==> src/rtl/bmd_pkg.sv <==
package bmd_pkg;

  typedef enum logic {
    ST_HUNT = 1'b0,
    ST_MEAS = 1'b1
  } bmd_state_e;

  localparam int unsigned BMD_MIN_DIST = 2;

endpackage

==> src/rtl/bmd_level_track.sv <==
module bmd_level_track (
  input  logic clk,
  input  logic rst_n,
  input  logic load,
  input  logic smp,
  output logic lvl,
  output logic diff
);

  logic lvl_q;
  logic lvl_n;

  always_comb begin
    lvl_n = lvl_q;
    if (load) begin
      lvl_n = smp;
    end
  end

  always_ff @(posedge clk or negedge rst_n) begin
    if (!rst_n) begin
      lvl_q <= 1'b0;
    end else begin
      lvl_q <= lvl_n;
    end
  end

  assign lvl  = lvl_q;
  assign diff = smp ^ lvl_q;

endmodule

==> src/rtl/bmd_dist_cnt.sv <==
module bmd_dist_cnt
  import bmd_pkg::*;
#(
  parameter int unsigned DIST_W = 6
) (
  input  logic              clk,
  input  logic              rst_n,
  input  logic              tick,
  input  logic              start,
  input  logic              clr,
  input  logic              inc,
  input  logic [DIST_W-1:0] cfg_dist,
  output logic [DIST_W-1:0] cnt,
  output logic              at_end
);

  localparam logic [DIST_W-1:0] MIN_DIST = DIST_W'(BMD_MIN_DIST);
  localparam logic [DIST_W-1:0] ONE      = DIST_W'(1);

  logic [DIST_W-1:0] cnt_q;
  logic [DIST_W-1:0] cnt_n;
  logic [DIST_W-1:0] dist_eff;

  assign dist_eff = (cfg_dist < MIN_DIST) ? MIN_DIST : cfg_dist;
  assign at_end   = (cnt_q >= (dist_eff - ONE));

  always_comb begin
    cnt_n = cnt_q;
    if (start) begin
      cnt_n = ONE;
    end else if (clr) begin
      cnt_n = '0;
    end else if (inc) begin
      cnt_n = cnt_q + ONE;
    end
  end

  always_ff @(posedge clk or negedge rst_n) begin
    if (!rst_n) begin
      cnt_q <= '0;
    end else begin
      cnt_q <= cnt_n;
    end
  end

  assign cnt = cnt_q;

  AST_CNT_FROZEN_NO_TICK: assert property (@(posedge clk) disable iff (!rst_n)
    !tick |=> $stable(cnt_q));

endmodule

==> src/rtl/bmd_decoder.sv <==
module bmd_decoder
  import bmd_pkg::*;
#(
  parameter int unsigned DIST_W = 6
) (
  input  logic              clk,
  input  logic              rst_n,
  input  logic              tick_en,
  input  logic              line_smp,
  input  logic [DIST_W-1:0] cfg_dist,
  output logic              bit_out,
  output logic              bit_vld
);

  bmd_state_e        st_q;
  bmd_state_e        st_n;
  logic              lvl;
  logic              diff;
  logic              load;
  logic              start;
  logic              clr;
  logic              inc;
  logic              decide;
  logic              at_end;
  logic [DIST_W-1:0] cnt;
  logic              bit_q;
  logic              bit_n;
  logic              vld_q;

  bmd_level_track i_level (
    .clk  (clk),
    .rst_n(rst_n),
    .load (load),
    .smp  (line_smp),
    .lvl  (lvl),
    .diff (diff)
  );

  bmd_dist_cnt #(.DIST_W(DIST_W)) i_cnt (
    .clk     (clk),
    .rst_n   (rst_n),
    .tick    (tick_en),
    .start   (start),
    .clr     (clr),
    .inc     (inc),
    .cfg_dist(cfg_dist),
    .cnt     (cnt),
    .at_end  (at_end)
  );

  always_comb begin
    st_n   = st_q;
    load   = 1'b0;
    start  = 1'b0;
    clr    = 1'b0;
    inc    = 1'b0;
    decide = 1'b0;
    if (tick_en) begin
      unique case (st_q)
        ST_HUNT: begin
          if (diff) begin
            st_n  = ST_MEAS;
            load  = 1'b1;
            start = 1'b1;
          end
        end
        ST_MEAS: begin
          if (at_end) begin
            st_n   = ST_HUNT;
            load   = 1'b1;
            clr    = 1'b1;
            decide = 1'b1;
          end else begin
            inc = 1'b1;
          end
        end
        default: st_n = ST_HUNT;
      endcase
    end
  end

  always_comb begin
    bit_n = bit_q;
    if (decide) begin
      bit_n = diff;
    end
  end

  always_ff @(posedge clk or negedge rst_n) begin
    if (!rst_n) begin
      st_q  <= ST_HUNT;
      bit_q <= 1'b0;
      vld_q <= 1'b0;
    end else begin
      st_q  <= st_n;
      bit_q <= bit_n;
      vld_q <= decide;
    end
  end

  assign bit_out = bit_q;
  assign bit_vld = vld_q;

  AST_VLD_SINGLE: assert property (@(posedge clk) disable iff (!rst_n)
    bit_vld |=> !bit_vld);

  AST_BIT_MOVES_WITH_VLD: assert property (@(posedge clk) disable iff (!rst_n)
    !$stable(bit_out) |-> bit_vld);

  AST_NO_TICK_NO_VLD: assert property (@(posedge clk) disable iff (!rst_n)
    !tick_en |=> !bit_vld);

  AST_HUNT_CNT_CLEAR: assert property (@(posedge clk) disable iff (!rst_n)
    (st_q == ST_HUNT) |-> (cnt == '0));

  AST_HUNT_IDLE_STAYS: assert property (@(posedge clk) disable iff (!rst_n)
    (st_q == ST_HUNT && tick_en && line_smp == lvl) |=> (st_q == ST_HUNT && !bit_vld));

endmodule

==> config.mk <==
export PLATFORM = sky130hd
export DESIGN_NAME = bmd_decoder
export DESIGN_NICKNAME = d
export VERILOG_FILES = /design/src/rtl/bmd_pkg.sv /design/src/rtl/bmd_level_track.sv /design/src/rtl/bmd_dist_cnt.sv /design/src/rtl/bmd_decoder.sv
export SDC_FILE = /design/constraint.sdc
export NUM_CORES = 1
export LEC_CHECK = 0
export BUFFER_PORTS_ARGS = -buffer_cell sky130_fd_sc_hd__buf_2
export CORE_ASPECT_RATIO = 1.4
export CORE_MARGIN = 2
export CORE_UTILIZATION = 30
export CTS_CLUSTER_SIZE = 24
export DETAILED_ROUTE_END_ITERATION = 16
export HOLD_SLACK_MARGIN = 0.08
export PLACE_DENSITY = 0.49
export SYNTH_ARGS = -nofsm -noshare
export SYNTH_HDL_FRONTEND = slang
export SYNTH_SLANG_ARGS = --single-unit
export TNS_END_PERCENT = 5
==> constraint.sdc <==
create_clock -name clk -period 5.3 [get_ports clk]
set_clock_uncertainty 0.05 [all_clocks]
set_input_delay 0 -clock clk [delete_from_list [all_inputs] [get_ports clk]]
set_output_delay 0 -clock clk [all_outputs]
set_load 0.02 [all_outputs]
==> results of run 1 <==
-- state kept, by name, summed over array words and instances (netlist names) --
name,count
bit_vld,1
st_q,1
i_level.lvl,1
bit_out,1
i_cnt.cnt,6
-- worst reg2reg max path: stages, from the launching register on --
cell and delay [ns]:
dfrtp_1 0.39, inv_1 0.11, ha_1 0.24, nand2b_4 0.13, a21o_1 0.22, a21oi_4 0.20, nor2_2 0.09, mux2_4 0.30
-- final cells by class --
type / instances / area, µm² / share of cell area
Sequential cell: 10 / 250 / 0.291
Inverter: 1 / 3.75 / 0.00437
Clock buffer: 4 / 36.3 / 0.0422
Timing Repair Buffer: 15 / 95.1 / 0.111
Multi-Input combinational cell: 62 / 447 / 0.520
Tap cell: 22 / 27.5 / 0.0320
-- path summary, 6_finish.rpt --
path                                           from                  endpoint  depth (start not counted)
setup / recovery                        cfg_dist[2]       bit_out$_DFFE_PN0P_                         13
hold / removal                          cfg_dist[5]  i_cnt.cnt[3]$_DFFE_PN0P_                          8
setup reg to reg           i_cnt.cnt[0]$_DFFE_PN0P_       bit_out$_DFFE_PN0P_                          7
hold reg to reg                 bit_out$_DFFE_PN0P_       bit_out$_DFFE_PN0P_                          1
max in group asynchronous                     rst_n  i_cnt.cnt[1]$_DFFE_PN0P_                          3
min in group asynchronous                     rst_n  i_cnt.cnt[5]$_DFFE_PN0P_                          3
-- kinds of logic (layout without fill, tap and decap cells) --
kind of cell    Yosys count  after routing  share of synthesized area
compound gates           23             23                      0.216
flops                    10             10                      0.357
mux                       2              2                     0.0429
simple gates             24             24                      0.173
fa+ha+maj                 8              8                      0.143
buf+inv                   1             20                    0.00535
xor+xnor                  5              5                     0.0625
-- synth_stat cells, drive strengths merged, types with 2 or more instances --
library cell and instances:
nand3 3, nand2 9, a21oi 11, nand2b 3, xor2 4, nor3 2
ha 8, dfrtp 10, o21ai 5, mux2 2, nor2 5, a31oi 2
-- placed cells by master (no fill, tap or decap) --
master	count
a22o_1	1
nand2_1	9
clkbuf_4	3
nor3_1	2
a21oi_1	9
mux2_4	2
xor2_1	4
ha_1	8
nand2b_1	2
o21ai_1	4
nand3_1	3
clkbuf_8	1
dfrtp_1	10
a21o_1	1
buf_2	11
inv_1	1
nor2_2	2
a21oi_2	1
o21a_1	1
xnor2_1	1
a31oi_1	2
or3_1	1
nand2b_4	1
a21boi_2	1
nor2_1	3
and3_1	1
dlygate4sd3_1	4
o2111ai_1	1
a21oi_4	1
o21ai_0	1
-- where the power goes --
| group | switching [mW] | internal (mW) |
|---|---|---|
| registers | 0.0270 | 0.104 |
| clock network | 0.0262 | 0.0417 |
| logic | 0.0846 | 0.0758 |
-- routing by layer --
metal  vias to the layer above  track usage  wire length [µm]
li1                        305            -                 -
met2                        16        0.219               701
met4                         0       0.0924                30
met5                         -            0                 0
met1                       272        0.140               618
met3                         4       0.0176                57
==> results by group, run 1 <==
Die
  – Initial Util: 0.318
  – Die Ht: 61.2 µm
  – Die area: 2740 µm²
  – Core area: 2200 µm²
  – Die extent in x: 44.8 µm
  – Ports: 12
  – Placement Rows: 20

Layout
  – Fillers: 239
  – Cell area after layout: 860 µm²
  – Total Nets Final: 111
  – Share of layout cells above drive strength 1: 0.250
  – # diodes: 0
  – Fin util: 0.390
  – Area grow syn2layout: 22.7%
  – Fin cells: 114

Worst setup path
  – Delay-heaviest family, CP: simple AND/OR/NAND/NOR gates
  – Crit Path Class: in -> reg
  – Req. time, crit path: 5.40 ns
  – Worst Path Arrival: 2.28 ns
  – Most used cell, CP: nand2_1
  – Critical-path cell list: buf_2, nor2_1, nand2_1, o21ai_0, ha_1, nand2_1, xor2_1, ha_1, nand2_1, o21ai_1, a21oi_4, nor2_2, mux2_4
  – Slowest-stage cell, CP: mux2_4
  – Buf/Inv on CP: 1
  – CP Max Fanout: 4
  – Critical Path Start Type: input pin
  – Crit-path max cell delay: 0.31 ns
  – Setup crit end kind: register
  – Reg2reg setup slack: 3.46 ns

Routing
  – Mean number of vias per cell: 5.24
  – 1st-iter DRT viols: 7
  – 1st-pass router iterations: 4
  – Antenna-violating nets left: 0
  – Drt drc: 0
  – Routed via count: 597
  – Total Wirelength: 1410 µm
  – WL/cell: 12.3 µm

Timing
  – Fin worst setup slack: 3.11 ns
  – Max Fclk: 458 MHz
  – WHS: 0.395 ns
  – Relative slew slack: 0.689
  – Final Max Tran Viols: 0
  – RSZ-0062 raised after global routing: no
  – Final setup viols: 0
  – Crit share post-route: 0.412
  – Final hold vios: 0
  – Setup TNS Final: 0 ns
  – Final min period: 2.19 ns
  – Worst Max-Slew Pin Slew: 0.466 ns

Placement
  – Port Buffers: 11
  – RePlAce Congestion: 0.744
  – Placed cell count: 106
  – Cell Area, Placed: 783 µm²
  – Worst slack at placement: 2.82 ns
  – Hpwl dp: 1120 µm

Power
  – Max VDD drop: 0.000245 V
  – Leak: 0.401 nW
  – Overall Power: 0.359 mW
  – P per Cell Area: 418 nW/µm²

Job
  – Max Cap Violations: 0

Synth
  – Synthesized flop and latch total: 10
  – Sequential share of the synthesized area: 0.357
  – Post-Syn Nets: 91
  – Post-synth top area cell: dfrtp_1
  – Mapped Area: 701 µm²
  – Async SR Flop Fraction: 1.00
  – Synth unique cells: 26
  – EDFF count, synth: 0
  – Share of the synthesized area in the top cell type: 0.357
  – Synthesis warning total: 0
  – Post-Syn Instances: 73
  – Main synth FF type: dfrtp_1
  – Synth top area cells: dfrtp_1 36%, ha_1 14%, a21oi_1 6.4%
  – Syn_area_per_cell: 9.60 µm²

Clock network
  – Clock latency on the worst-skew pair: 0.26 ns
  – Clock sink count: 10
  – H-tree lvl count: 1
  – Postcts setup bufs: 0
  – Longest Clk Path Bufs: 2
  – # resized after CTS: 0
  – Total CTS buffers: 3
  – Reg clk slew, reported paths: 0.07 ns
  – Post-CTS Hold Buffers: 4
  – CTS tree: built
  – CTS root buf: clkbuf_4

Global routing
  – Total GRT Usage: 0.127
  – Number of global-route vias before repair: 627
  – GRT overflow: 0
  – Largest net degree at the start of global routing: 11
  – First-pass GRT wire length: 2480 µm
  – Antenna violations before repair: 0

Worst hold path
  – Worst min-delay path category: in -> reg

Outcome
  – Status: finished clean
Note: power is estimated with default switching activity, not from simulation.
==> run 2, diff against run 1 <==
- PLACE_DENSITY: 0.49 -> 0.51
- clock period: 5.3 -> 1.85 ns (I/O delays scaled with it)
==> run 2 against run 1 <==
Sequential cell count stayed put. Sequential share of layout area decreased by 6.2 points. Routed wire length rose by 12%. Design area grew 27%. Combinational power grew to 3.8 times the previous value. Non-clock buffer count increased by 19. Global-route usage is 1.5 points higher. Cell count rose by 17%. Clock-buffer cell count did not move. Utilization increased by 10 points.
==> results by group, run 2 (synthesis gave the netlist of run 1 again) <==
Clock network
  – CTS tree: built
  – CTS root buf: clkbuf_4
  – Total CTS buffers: 3 (unchanged)
  – Longest Clk Path Bufs: 2 (unchanged)
  – Clock latency on the worst-skew pair: 0.26 ns (about the same)
  – Reg clk slew, reported paths: 0.07 ns (about the same)
  – Clock sink count: 10 (unchanged)
  – H-tree lvl count: 1 (unchanged)

Layout
  – Fin util: 0.495 (+0.105)
  – Total Nets Final: 130 (+17%)
  – Max reg flops: 6 (unchanged)
  – FF+latch area: 250 µm² (unchanged)
  – Share of layout cells above drive strength 1: 0.477 (+0.227)
  – Multi-input gate area: 519 µm² (+16%)
  – Cell area after layout: 1090 µm² (+27%)
  – Fillers: 224 (-6.3%)
  – Leading cell types in the layout, fill and taps excluded: 20 x buf_4, 10 x dfrtp_1, 8 x buf_2, 7 x nand2_1, 7 x a21oi_1
  – # diodes: 0 (unchanged)
  – Area grow syn2layout: 55.5%
  – Commonest non-fill, non-tap cell in the layout: buf_4

Worst setup path
  – Crit Path Class: in -> reg
  – Most used cell, CP: ha_2
  – Crit-path max cell delay: 0.34 ns (+0.03 ns)
  – CP Max Fanout: 3 (-1)
  – Slowest-stage cell, CP: ha_2
  – Worst Path Arrival: 1.92 ns (-0.36 ns)
  – Req. time, crit path: 1.95 ns (-3.45 ns)
  – Buf/Inv on CP: 2 (+1)
  – Delay-heaviest family, CP: adder cells
  – Critical-path cell list: buf_2, nor2_4, buf_4, a21oi_1, ha_2, nand2_1, xor2_1, ha_2, nand2_4, o21ai_4, a21oi_4, a21boi_2, mux2_4
  – Setup crit end kind: register
  – Critical Path Start Type: input pin

Placement
  – Cell Area, Placed: 931 µm² (+19%)
  – RePlAce Congestion: 0.822 (+10%)
  – Port Buffers: 11 (unchanged)
  – Worst slack at placement: -0.311 ns (-3.13 ns)
  – Hpwl dp: 1250 µm (+12%)

Routing
  – 1st-pass router iterations: 2 (-2)
  – Antenna-violating nets left: 0 (unchanged)
  – WL/cell: 11.9 µm (-3.9%)
  – Routed via count: 680 (+14%)
  – Drt drc: 0 (unchanged)
  – Total Wirelength: 1580 µm (+12%)
  – 1st-iter DRT viols: 9 (+2)
  – Mean number of vias per cell: 5.11 (-2.4%)

Die
  – Die area: 2740 µm² (unchanged)
  – Core area: 2200 µm² (unchanged)
  – Die Ht: 61.2 µm (unchanged)
  – Placement Rows: 20 (unchanged)
  – Ports: 12 (unchanged)
  – Initial Util: 0.318 (unchanged)
  – Die extent in x: 44.8 µm (unchanged)

Job
  – Max Cap Violations: 0 (unchanged)

Outcome
  – Status: finished clean

Timing
  – Crit share post-route: 0.982
  – Final hold vios: 0 (unchanged)
  – RSZ-0062 raised after global routing: yes
  – Relative slew slack: 0.694 (+0.00562)
  – WHS: 0.462 ns (+0.0665 ns)
  – Max Fclk: 551 MHz
  – Fin worst setup slack: 0.0337 ns (-3.08 ns)
  – Final Max Tran Viols: 0 (unchanged)
  – Final setup viols: 0 (unchanged)
  – Final min period: 1.82 ns
  – Worst Max-Slew Pin Slew: 0.457 ns (-0.00840 ns)

Global routing
  – GRT overflow: 0 (unchanged)
  – Total GRT Usage: 0.142 (+0.0151)
  – Grt peak-use layer: met2
  – First-pass GRT wire length: 2820 µm (+14%)
  – Met2 usage: 0.265 (+0.0455)
  – Number of global-route vias before repair: 683 (+8.9%)
  – Antenna violations before repair: 0 (unchanged)
  – Met3 usage: 0.00880 (-0.00880)
  – GRT met1 Usage: 0.153 (+0.0130)
  – Largest net degree at the start of global routing: 11 (unchanged)

Power
  – Leak: 0.517 nW (+29%)
  – P per Cell Area: 1080 nW/µm² (+160%)
  – Max VDD drop: 0.000675 V (+180%)

Worst hold path
  – Worst min-delay path category: reg -> reg
==> run 2: cell types whose count changed in the layout (fill, tap and decap cells not counted), moves of 2 or more <==
cell	change
ha_1	-2
ha_2	+2
buf_2	-3
nor2_4	+3
nand2_1	-2
a21oi_1	-2
buf_4	+20
buf_6	+2
nor2_1	-2
==> run 2: final timing paths <==
check,from,end,slack (ns),cells after the start
setup / recovery,cfg_dist[4],i_level.lvl$_DFFE_PN0P_,0.03,13
hold / removal,bit_out$_DFFE_PN0P_,bit_out$_DFFE_PN0P_,0.46,1
setup reg to reg,i_cnt.cnt[0]$_DFFE_PN0P_,i_level.lvl$_DFFE_PN0P_,0.04,7
hold reg to reg,bit_out$_DFFE_PN0P_,bit_out$_DFFE_PN0P_,0.46,1
max in group asynchronous,rst_n,i_cnt.cnt[2]$_DFFE_PN0P_,0.75,3
min in group asynchronous,rst_n,i_level.lvl$_DFFE_PN0P_,0.69,3
==> run 2: routing by layer <==
layer | routed length [µm] | share of wire
met1 | 651 | 0.41
met2 | 838 | 0.53
met3 | 48 | 0.030
met4 | 39 | 0.025
met5 | 0 | 0
==> run 2: worst register-to-register path, cell delays in order, from the launching register on <==
cell,delay (ns)
dfrtp_1,0.40
inv_1,0.13
ha_1,0.24
nand2b_4,0.13
a21o_1,0.21
a21oi_4,0.17
a21boi_2,0.08
mux2_4,0.30
==> run 2: final cells by class <==
cell class                      instances  share of cell area
Clock buffer                            4              0.0333
Sequential cell                        10               0.230
Tap cell                               22              0.0253
Multi-Input combinational cell         62               0.476
Timing Repair Buffer                   34               0.232
Inverter                                1             0.00344
==> run 2: what timing repair did <==
item | CTS | global route
gates resized for setup | 8 | 4
buffers inserted | 3 | 0
hold buffers | 4 | 0
pin swaps | 9 | 8
cloned | 0 | 0
hold endpoints to repair | 14 | 0
setup endpoints to repair | 4 | 7
==> run 2: power breakdown <==
part | switching, mW | internal [mW] | leakage, nW
Combinational | 0.303 | 0.307 | 0.372
Sequential | 0.0731 | 0.298 | 0.124
Clock | 0.0749 | 0.120 | 0.0210
Total | 0.451 | 0.725 | 0.517
==> run 2: per-stage QoR <==
step | std cells | TNS, ns | power, mW
detailed placement | 122 | -2.31 | 0.927
global placement | 122 | -1.96 | 0.916
CTS | 133 | -0.00708 | 1.18
global route | 133 | -0.283 | 1.26
finish | 133 | 0 | 1.18
floorplan | 73 | -0.0471 | 0.736
